`src/rtl/rwc_pkg.sv`:
```
package rwc_pkg;
  typedef enum logic [1:0] {
    ST_RUN   = 2'd0,
    ST_SLEEP = 2'd1,
    ST_STAB  = 2'd2
  } slp_state_e;
endpackage

```
`src/rtl/rwc_sync.sv`:
```
module rwc_sync #(
  parameter int W = 1
) (
  input  logic         clk,
  input  logic         arst,
  input  logic [W-1:0] d,
  output logic [W-1:0] q
);
  logic [W-1:0] stage1;

  always_ff @(posedge clk or posedge arst) begin
    if (arst) begin
      stage1 <= '0;
      q      <= '0;
    end else begin
      stage1 <= d;
      q      <= stage1;
    end
  end
endmodule

```
`src/rtl/rwc_rst_gen.sv`:
```
module rwc_rst_gen #(
  parameter int RST_DELAY = 16
) (
  input  logic clk,
  input  logic async_rst,
  input  logic wdt_rst_req,
  input  logic wdt_tick,
  output logic sys_rst_n
);
  localparam int DW = $clog2(RST_DELAY + 1);
  localparam logic [DW-1:0] LAST = DW'(RST_DELAY - 1);

  logic          s1_q, s2_q, done_q;
  logic [DW-1:0] cnt_q;

  always_ff @(posedge clk or posedge async_rst) begin
    if (async_rst) begin
      s1_q   <= 1'b0;
      s2_q   <= 1'b0;
      done_q <= 1'b0;
      cnt_q  <= '0;
    end else if (wdt_rst_req) begin
      s1_q   <= 1'b0;
      s2_q   <= 1'b0;
      done_q <= 1'b0;
      cnt_q  <= '0;
    end else begin
      s1_q <= 1'b1;
      s2_q <= s1_q;
      if (s2_q && !done_q && wdt_tick) begin
        if (cnt_q == LAST) done_q <= 1'b1;
        else               cnt_q  <= cnt_q + 1'b1;
      end
    end
  end

  assign sys_rst_n = done_q;

  // release only after the synchroniser and a counted tick
  assert_release_after_sync_R2: assert property (@(posedge clk) disable iff (async_rst)
    $rose(done_q) |-> $past(s2_q && wdt_tick));

  // watchdog request forces reset at the next edge
  assert_wdt_forces_reset_R4: assert property (@(posedge clk) disable iff (async_rst)
    wdt_rst_req |=> !sys_rst_n);
endmodule

```
`src/rtl/rwc_wake.sv`:
```
module rwc_wake
  import rwc_pkg::*;
#(
  parameter int PORT_W        = 8,
  parameter int IWDT_MASK_BIT = 7,
  parameter int STAB_TICKS    = 12
) (
  input  logic              clk,
  input  logic              cold_rst,
  input  logic [PORT_W-1:0] pb_sync,
  input  logic [PORT_W-1:0] wake_en,
  input  logic              iwdt_mode,
  input  logic              stab_short,
  input  logic              wdt_tick,
  input  logic              wdt_hit,
  input  logic              pin_rst_hit,
  input  logic              sleep_go,
  output slp_state_e        state,
  output logic              pin_wake,
  output logic              wdt_rst_req,
  output logic              wake_pulse
);
  localparam int SHORT_TICKS = (STAB_TICKS / 2 > 0) ? STAB_TICKS / 2 : 1;
  localparam int CW = $clog2(STAB_TICKS + 1);
  localparam logic [CW-1:0] LONG_LAST  = CW'(STAB_TICKS - 1);
  localparam logic [CW-1:0] SHORT_LAST = CW'(SHORT_TICKS - 1);
  localparam logic [PORT_W-1:0] TOP_BIT = {{(PORT_W-1){1'b0}}, 1'b1} << IWDT_MASK_BIT;

  logic [PORT_W-1:0] pb_prev, eff_en, pb_chg;
  logic [CW-1:0]     cnt_q;

  for (genvar i = 0; i < PORT_W; i++) begin : g_en
    if (i == IWDT_MASK_BIT) begin : g_masked
      assign eff_en[i] = wake_en[i] & ~iwdt_mode;
    end else begin : g_plain
      assign eff_en[i] = wake_en[i];
    end
  end

  assign pb_chg      = pb_sync ^ pb_prev;
  assign pin_wake    = (state == ST_SLEEP) && |(pb_chg & eff_en);
  assign wdt_rst_req = wdt_hit && !((state == ST_SLEEP) && iwdt_mode);

  always_ff @(posedge clk or posedge cold_rst) begin
    if (cold_rst) begin
      state      <= ST_RUN;
      cnt_q      <= '0;
      wake_pulse <= 1'b0;
      pb_prev    <= '0;
    end else begin
      pb_prev    <= pb_sync;
      wake_pulse <= 1'b0;
      if (pin_rst_hit || wdt_rst_req) begin
        state <= ST_RUN;
      end else begin
        unique case (state)
          ST_RUN: if (sleep_go) state <= ST_SLEEP;
          ST_SLEEP: begin
            if (pin_wake) begin
              state      <= ST_RUN;
              wake_pulse <= 1'b1;
            end else if (wdt_hit) begin
              state <= ST_STAB;
              cnt_q <= '0;
            end
          end
          ST_STAB: begin
            if (wdt_tick) begin
              if (cnt_q == (stab_short ? SHORT_LAST : LONG_LAST)) begin
                state      <= ST_RUN;
                wake_pulse <= 1'b1;
              end else begin
                cnt_q <= cnt_q + 1'b1;
              end
            end
          end
          default: state <= ST_RUN;
        endcase
      end
    end
  end

  // wake indication lasts a single cycle
  assert_wake_single_R8: assert property (@(posedge clk) disable iff (cold_rst)
    wake_pulse |=> !wake_pulse);

  // top pin alone never wakes in watchdog-wake mode
  assert_top_pin_masked_R11: assert property (@(posedge clk) disable iff (cold_rst)
    (state == ST_SLEEP && iwdt_mode && (pb_chg & ~TOP_BIT) == '0 && !pin_rst_hit && !wdt_hit)
    |=> state == ST_SLEEP);
endmodule

```
`src/rtl/rwc_flags.sv`:
```
module rwc_flags (
  input  logic clk,
  input  logic cold_rst,
  input  logic asleep,
  input  logic pin_rst_hit,
  input  logic wdt_hit,
  input  logic pin_wake,
  input  logic clrwdt_go,
  input  logic sleep_go,
  output logic flag_to,
  output logic flag_pd
);
  always_ff @(posedge clk or posedge cold_rst) begin
    if (cold_rst) begin
      flag_to <= 1'b1;
      flag_pd <= 1'b1;
    end else if (pin_rst_hit) begin
      if (asleep) begin
        flag_to <= 1'b1;
        flag_pd <= 1'b0;
      end
    end else if (wdt_hit) begin
      flag_to <= 1'b0;
      flag_pd <= ~asleep;
    end else if (pin_wake) begin
      flag_to <= 1'b1;
      flag_pd <= 1'b0;
    end else if (clrwdt_go) begin
      flag_to <= 1'b1;
      flag_pd <= 1'b1;
    end else if (sleep_go && !asleep) begin
      flag_to <= 1'b1;
      flag_pd <= 1'b0;
    end
  end

  // any effective watchdog expiry clears the timeout flag
  assert_wdt_clears_to_R4: assert property (@(posedge clk) disable iff (cold_rst)
    (wdt_hit && !pin_rst_hit) |=> !flag_to);

  // pin reset while awake keeps the flags
  assert_pin_run_keeps_R6: assert property (@(posedge clk) disable iff (cold_rst)
    (pin_rst_hit && !asleep) |=> $stable({flag_to, flag_pd}));
endmodule

```
`src/rtl/rst_wake_ctrl.sv`:
```
module rst_wake_ctrl
  import rwc_pkg::*;
#(
  parameter int RST_DELAY     = 16,
  parameter int STAB_TICKS    = 12,
  parameter int PORT_W        = 8,
  parameter int IWDT_MASK_BIT = 7
) (
  input  logic              clk,
  input  logic              por_n,
  input  logic              lvd_trip,
  input  logic              rst_pin_n,
  input  logic              pin_rst_en,
  input  logic              wdt_en,
  input  logic              wdt_ovf,
  input  logic              wdt_tick,
  input  logic              sleep_req,
  input  logic              clrwdt_req,
  input  logic              iwdt_sel,
  input  logic              stab_short,
  input  logic [PORT_W-1:0] port_b,
  input  logic [PORT_W-1:0] wake_en,
  output logic              sys_rst_n,
  output logic              wake_pulse,
  output logic              sleeping,
  output logic              flag_to,
  output logic              flag_pd
);
  logic              cold_rst, pin_rst_lvl, async_rst;
  logic              pin_rst_hit, wdt_hit, iwdt_mode;
  logic              sleep_go, clrwdt_go, pin_wake, wdt_rst_req;
  logic [PORT_W-1:0] pb_sync;
  slp_state_e        state;

  assign cold_rst    = ~por_n | lvd_trip;
  assign pin_rst_lvl = pin_rst_en & ~rst_pin_n;
  assign async_rst   = cold_rst | pin_rst_lvl;
  assign wdt_hit     = wdt_ovf & wdt_en;
  assign iwdt_mode   = iwdt_sel & wdt_en;
  assign sleep_go    = sleep_req & sys_rst_n;
  assign clrwdt_go   = clrwdt_req & sys_rst_n;
  assign sleeping    = (state != ST_RUN);

  rwc_sync #(.W(1)) u_pin_sync (
    .clk(clk), .arst(cold_rst), .d(pin_rst_lvl), .q(pin_rst_hit)
  );

  rwc_sync #(.W(PORT_W)) u_pb_sync (
    .clk(clk), .arst(cold_rst), .d(port_b), .q(pb_sync)
  );

  rwc_rst_gen #(.RST_DELAY(RST_DELAY)) u_rst (
    .clk(clk), .async_rst(async_rst), .wdt_rst_req(wdt_rst_req),
    .wdt_tick(wdt_tick), .sys_rst_n(sys_rst_n)
  );

  rwc_wake #(
    .PORT_W(PORT_W), .IWDT_MASK_BIT(IWDT_MASK_BIT), .STAB_TICKS(STAB_TICKS)
  ) u_wake (
    .clk(clk), .cold_rst(cold_rst), .pb_sync(pb_sync), .wake_en(wake_en),
    .iwdt_mode(iwdt_mode), .stab_short(stab_short), .wdt_tick(wdt_tick),
    .wdt_hit(wdt_hit), .pin_rst_hit(pin_rst_hit), .sleep_go(sleep_go),
    .state(state), .pin_wake(pin_wake), .wdt_rst_req(wdt_rst_req),
    .wake_pulse(wake_pulse)
  );

  rwc_flags u_flags (
    .clk(clk), .cold_rst(cold_rst), .asleep(sleeping), .pin_rst_hit(pin_rst_hit),
    .wdt_hit(wdt_hit), .pin_wake(pin_wake), .clrwdt_go(clrwdt_go),
    .sleep_go(sleep_go), .flag_to(flag_to), .flag_pd(flag_pd)
  );
endmodule

```
`config.mk`:
```
export PLATFORM = sky130hd
export DESIGN_NAME = rst_wake_ctrl
export DESIGN_NICKNAME = d
export VERILOG_FILES = /design/src/rtl/rwc_pkg.sv /design/src/rtl/rwc_sync.sv /design/src/rtl/rwc_rst_gen.sv /design/src/rtl/rwc_wake.sv /design/src/rtl/rwc_flags.sv /design/src/rtl/rst_wake_ctrl.sv
export SDC_FILE = /design/constraint.sdc
export NUM_CORES = 1
export LEC_CHECK = 0
export BUFFER_PORTS_ARGS = -buffer_cell sky130_fd_sc_hd__buf_2
export CAP_MARGIN = 20
export CORE_ASPECT_RATIO = 1.25
export CORE_UTILIZATION = 61
export CTS_BUF_LIST = sky130_fd_sc_hd__clkbuf_8
export DETAILED_ROUTE_END_ITERATION = 10
export MAX_ROUTING_LAYER = met4
export PLACE_DENSITY = 0.84
export SYNTH_ARGS = -nofsm -noshare
export SYNTH_HDL_FRONTEND = slang
export SYNTH_SLANG_ARGS = --single-unit
```
`constraint.sdc`:
```
create_clock -name clk -period 3.9 [get_ports clk]
set_clock_uncertainty 0.15 [all_clocks]
set_input_delay 0.39 -clock clk [delete_from_list [all_inputs] [get_ports clk]]
set_output_delay 0.39 -clock clk [all_outputs]
set_load 0.01 [all_outputs]
```
==> flow_summary.toml <==
[status]
outcome = "finished, final reports clean"

[worst_setup_path]
path_delay_family = "compound AO/OA/AOI/OAI gates"
cp_data_arrival_time_ns = 2.44
ff2ff_setup_slack_ns = 1.50
rr_worst_depth = 7
path_max_fanout = 9
slowest_stage = "dfrtp_1"
criticalPathCategory = "flop to flop"
crit_buf_inv = 1
cpPeakStageDelay_ns = 0.41
r2r-end = "u_wake.cnt_q[3]"
cp.depth = 7
crit_end = "u_wake.cnt_q[3]"
reg2reg_from = "u_wake.state[1]"
endpoint_kind = "flop"
required_ns = 3.94
path_cells = "inv_1, ha_1, nand2_2, a21oi_1, nand4_2, a21o_1, a211o_1"
startpoint = "u_wake.state[1]"
start_kind = "flop"

[global_route]
grt_max_degree = 37
grt_util_met3 = 0.0500
grt_pass1_wl_microns = 6440
grt_pass1_vias = 1460
antenna_found_initial = 0
grt_use_met1 = 0.297
gr-total-overflow = 0
grt.met2_usage = 0.474
grt_use_total = 0.275
grt.busiest_layer = "met2"

[die]
ios = 33
die_y_microns = 63.8
dieArea_sq_um = 3280
start_util = 0.639
rows = 22
die_w_microns = 51.4
core-area_sq_um = 2920

[yosys]
async_flop_share = 1.00
syn_area_sq_um = 1860
ys_seq_area_frac = 0.579
synth_cell_types = 47
synth_cells = 150
synth_edf_count = 0
syn_area_per_cell_sq_um = 12.4
synth_ff_type = "dfrtp_1"
ys_ff_latch = 43
yosysWarnings = 0
synth_fp_nets = 185

[final_layout]
layout_common_cells = "41 x dfrtp_1, 32 x buf_2, 10 x xor2_1"
drive_gt1_frac = 0.293
fin_area_sq_um = 2160
layout.nets = 222
areaGrowthSynthToFinish_pct = 15.7
final_common_cell = "dfrtp_1"
diodes = 0
nFillCells = 202
fin_cells = 224

[min_path]
hold_path.startpoint = "port_b[6]"
hp-class = "primary input to flop"

[timing]
fmax_ghz = 0.416
fin_crit_ns = 2.40
drv_slew = 0
max_slew_margin = 0.532
timing.final.hold_violations = 0
setup_slack_ns = 1.50
finalSetupTns_ns = 0
fin_crit_sh = 0.616
worstMarginPinSlew_ns = 0.701
rsz0062_at_grt = "false"
setup_viol = 0

[clock_tree]
htreeDepth = 2
cts_tree = "built"
clock_sinks = 43
cts_hold_buffers = 0
clk_latency_ns = 0.30
postCtsSetupBuffers = 0
cts_resized = 0
root_buffer = "clkbuf_8"
cts_inserted_buffers = 5
clk_pin_slew_ns = 0.09
clk_path_buf_depth = 2

[routing]
drcViolationCount = 0
firstDrtPassIters = 4
routedWlPerCell_microns = 16.0
viasPerCell = 5.81
vias = 1302
dr.first_iter.drc_count = 38
postRouteAntennaNets = 0
routed_wl_microns = 3580

[placement]
dp_cells = 216
gp_congestion = 0.945
port_buffers = 32
dp_slack_ns = 1.54
dp_hpwl_microns = 2580
place_area_sq_um = 2060

[pwr]
p_clk_frac = 0.266
total_power_w = 0.00108
power_frac_comb = 0.242
peakVddDrop_mv = 0.397
p_per_area_nw_per_um2 = 501
leakage_nw = 1.05
p_sw_w = 0.000348
p_sw_frac = 0.322
p_int_w = 0.000733
pwr-share-seq = 0.492

[flow_run]
cap_violations = 0
## routing by layer
metal  vias to the layer above  part of all wire
met5                         -                 0
met4                         0             0.033
met3                        13             0.033
met2                        39              0.54
met1                       634              0.39
li1                        616                 -
## how the worst min path moves through the flow
stage	end	slack, ns	depth (start not counted)
final	u_pb_sync.stage1[6]	0.04	1
after global routing	u_pb_sync.stage1[2]	0.03	1
after CTS	u_pb_sync.stage1[6]	0.04	1
after detailed placement	u_pb_sync.q[7]	0.18	0
after global placement	u_pb_sync.q[5]	0.18	0
after floorplan	u_pb_sync.q[0]	0.18	0
## synthesized netlist by cell type, types with 2 or more instances
cell	n	share of area
inv_1	9	0.018
a221oi_1	3	0.014
a22o_1	2	0.0094
and3_1	2	0.0067
nor4_1	2	0.0067
a21o_1	5	0.020
a2111oi_2	2	0.016
nor2_1	9	0.018
nand3_1	3	0.0081
ha_1	7	0.047
a21oi_1	4	0.011
o31ai_1	2	0.0081
dfstp_2	2	0.028
nand4_2	2	0.013
nor2b_1	4	0.013
a22oi_1	4	0.016
xor2_1	10	0.047
o211ai_2	2	0.013
nand2_1	8	0.016
dfrtp_1	41	0.55
## worst reg2reg max path, cell delays in order, from the launching register on
cell,delay (ns)
dfrtp_1,0.41
inv_1,0.14
ha_1,0.41
nand2_2,0.11
a21oi_1,0.30
nand4_2,0.22
a21o_1,0.25
a211o_1,0.31
## state kept, by name (all words and copies together), names as in the netlist
name / flops
u_wake.pb_prev: 8
u_wake.state: 2
u_flags.flag_pd: 1
u_rst.s2_q: 1
u_rst.sys_rst_n: 1
u_pb_sync.q: 8
u_pin_sync.stage1: 1
u_wake.wake_pulse: 1
u_pb_sync.stage1: 8
u_pin_sync.q: 1
u_wake.cnt_q: 4
u_rst.s1_q: 1
u_rst.cnt_q: 5
u_flags.flag_to: 1
## layout make-up
class	instances	area [sq um]	share of cell area
repair buffers	33	168	0.0777
well taps	36	45.0	0.0209
flip-flops and latches	43	1080	0.500
inverters	9	33.8	0.0157
multi-input cells	95	739	0.343
clock inverters	3	23.8	0.0110
clock buffers	5	68.8	0.0319
## power by group through the flow
stage                     clock network, W  registers (W)  logic, W
after floorplan                          0       0.000539  0.000187
after global placement                   0       0.000538  0.000240
after detailed placement                 0       0.000541  0.000256
after CTS                         0.000292       0.000532  0.000261
after global routing              0.000310       0.000538  0.000295
final                             0.000288       0.000531  0.000262
## metrics by stage
stage               utilization  hold WS [ns]
floorplan                     -         0.181
global placement          0.708         0.182
detailed placement        0.708         0.185
CTS                       0.739        0.0361
global route              0.739        0.0291
finish                    0.739        0.0401
## cells by family after synthesis
family / after synthesis / share of synthesized area
flops: 43 / 0.579
simple gates: 40 / 0.128
compound gates: 36 / 0.160
buf+inv: 12 / 0.0289
xor+xnor: 11 / 0.0517
fa+ha+maj: 7 / 0.0470
mux: 1 / 0.00537
Note: power is estimated with default switching activity, not from simulation.
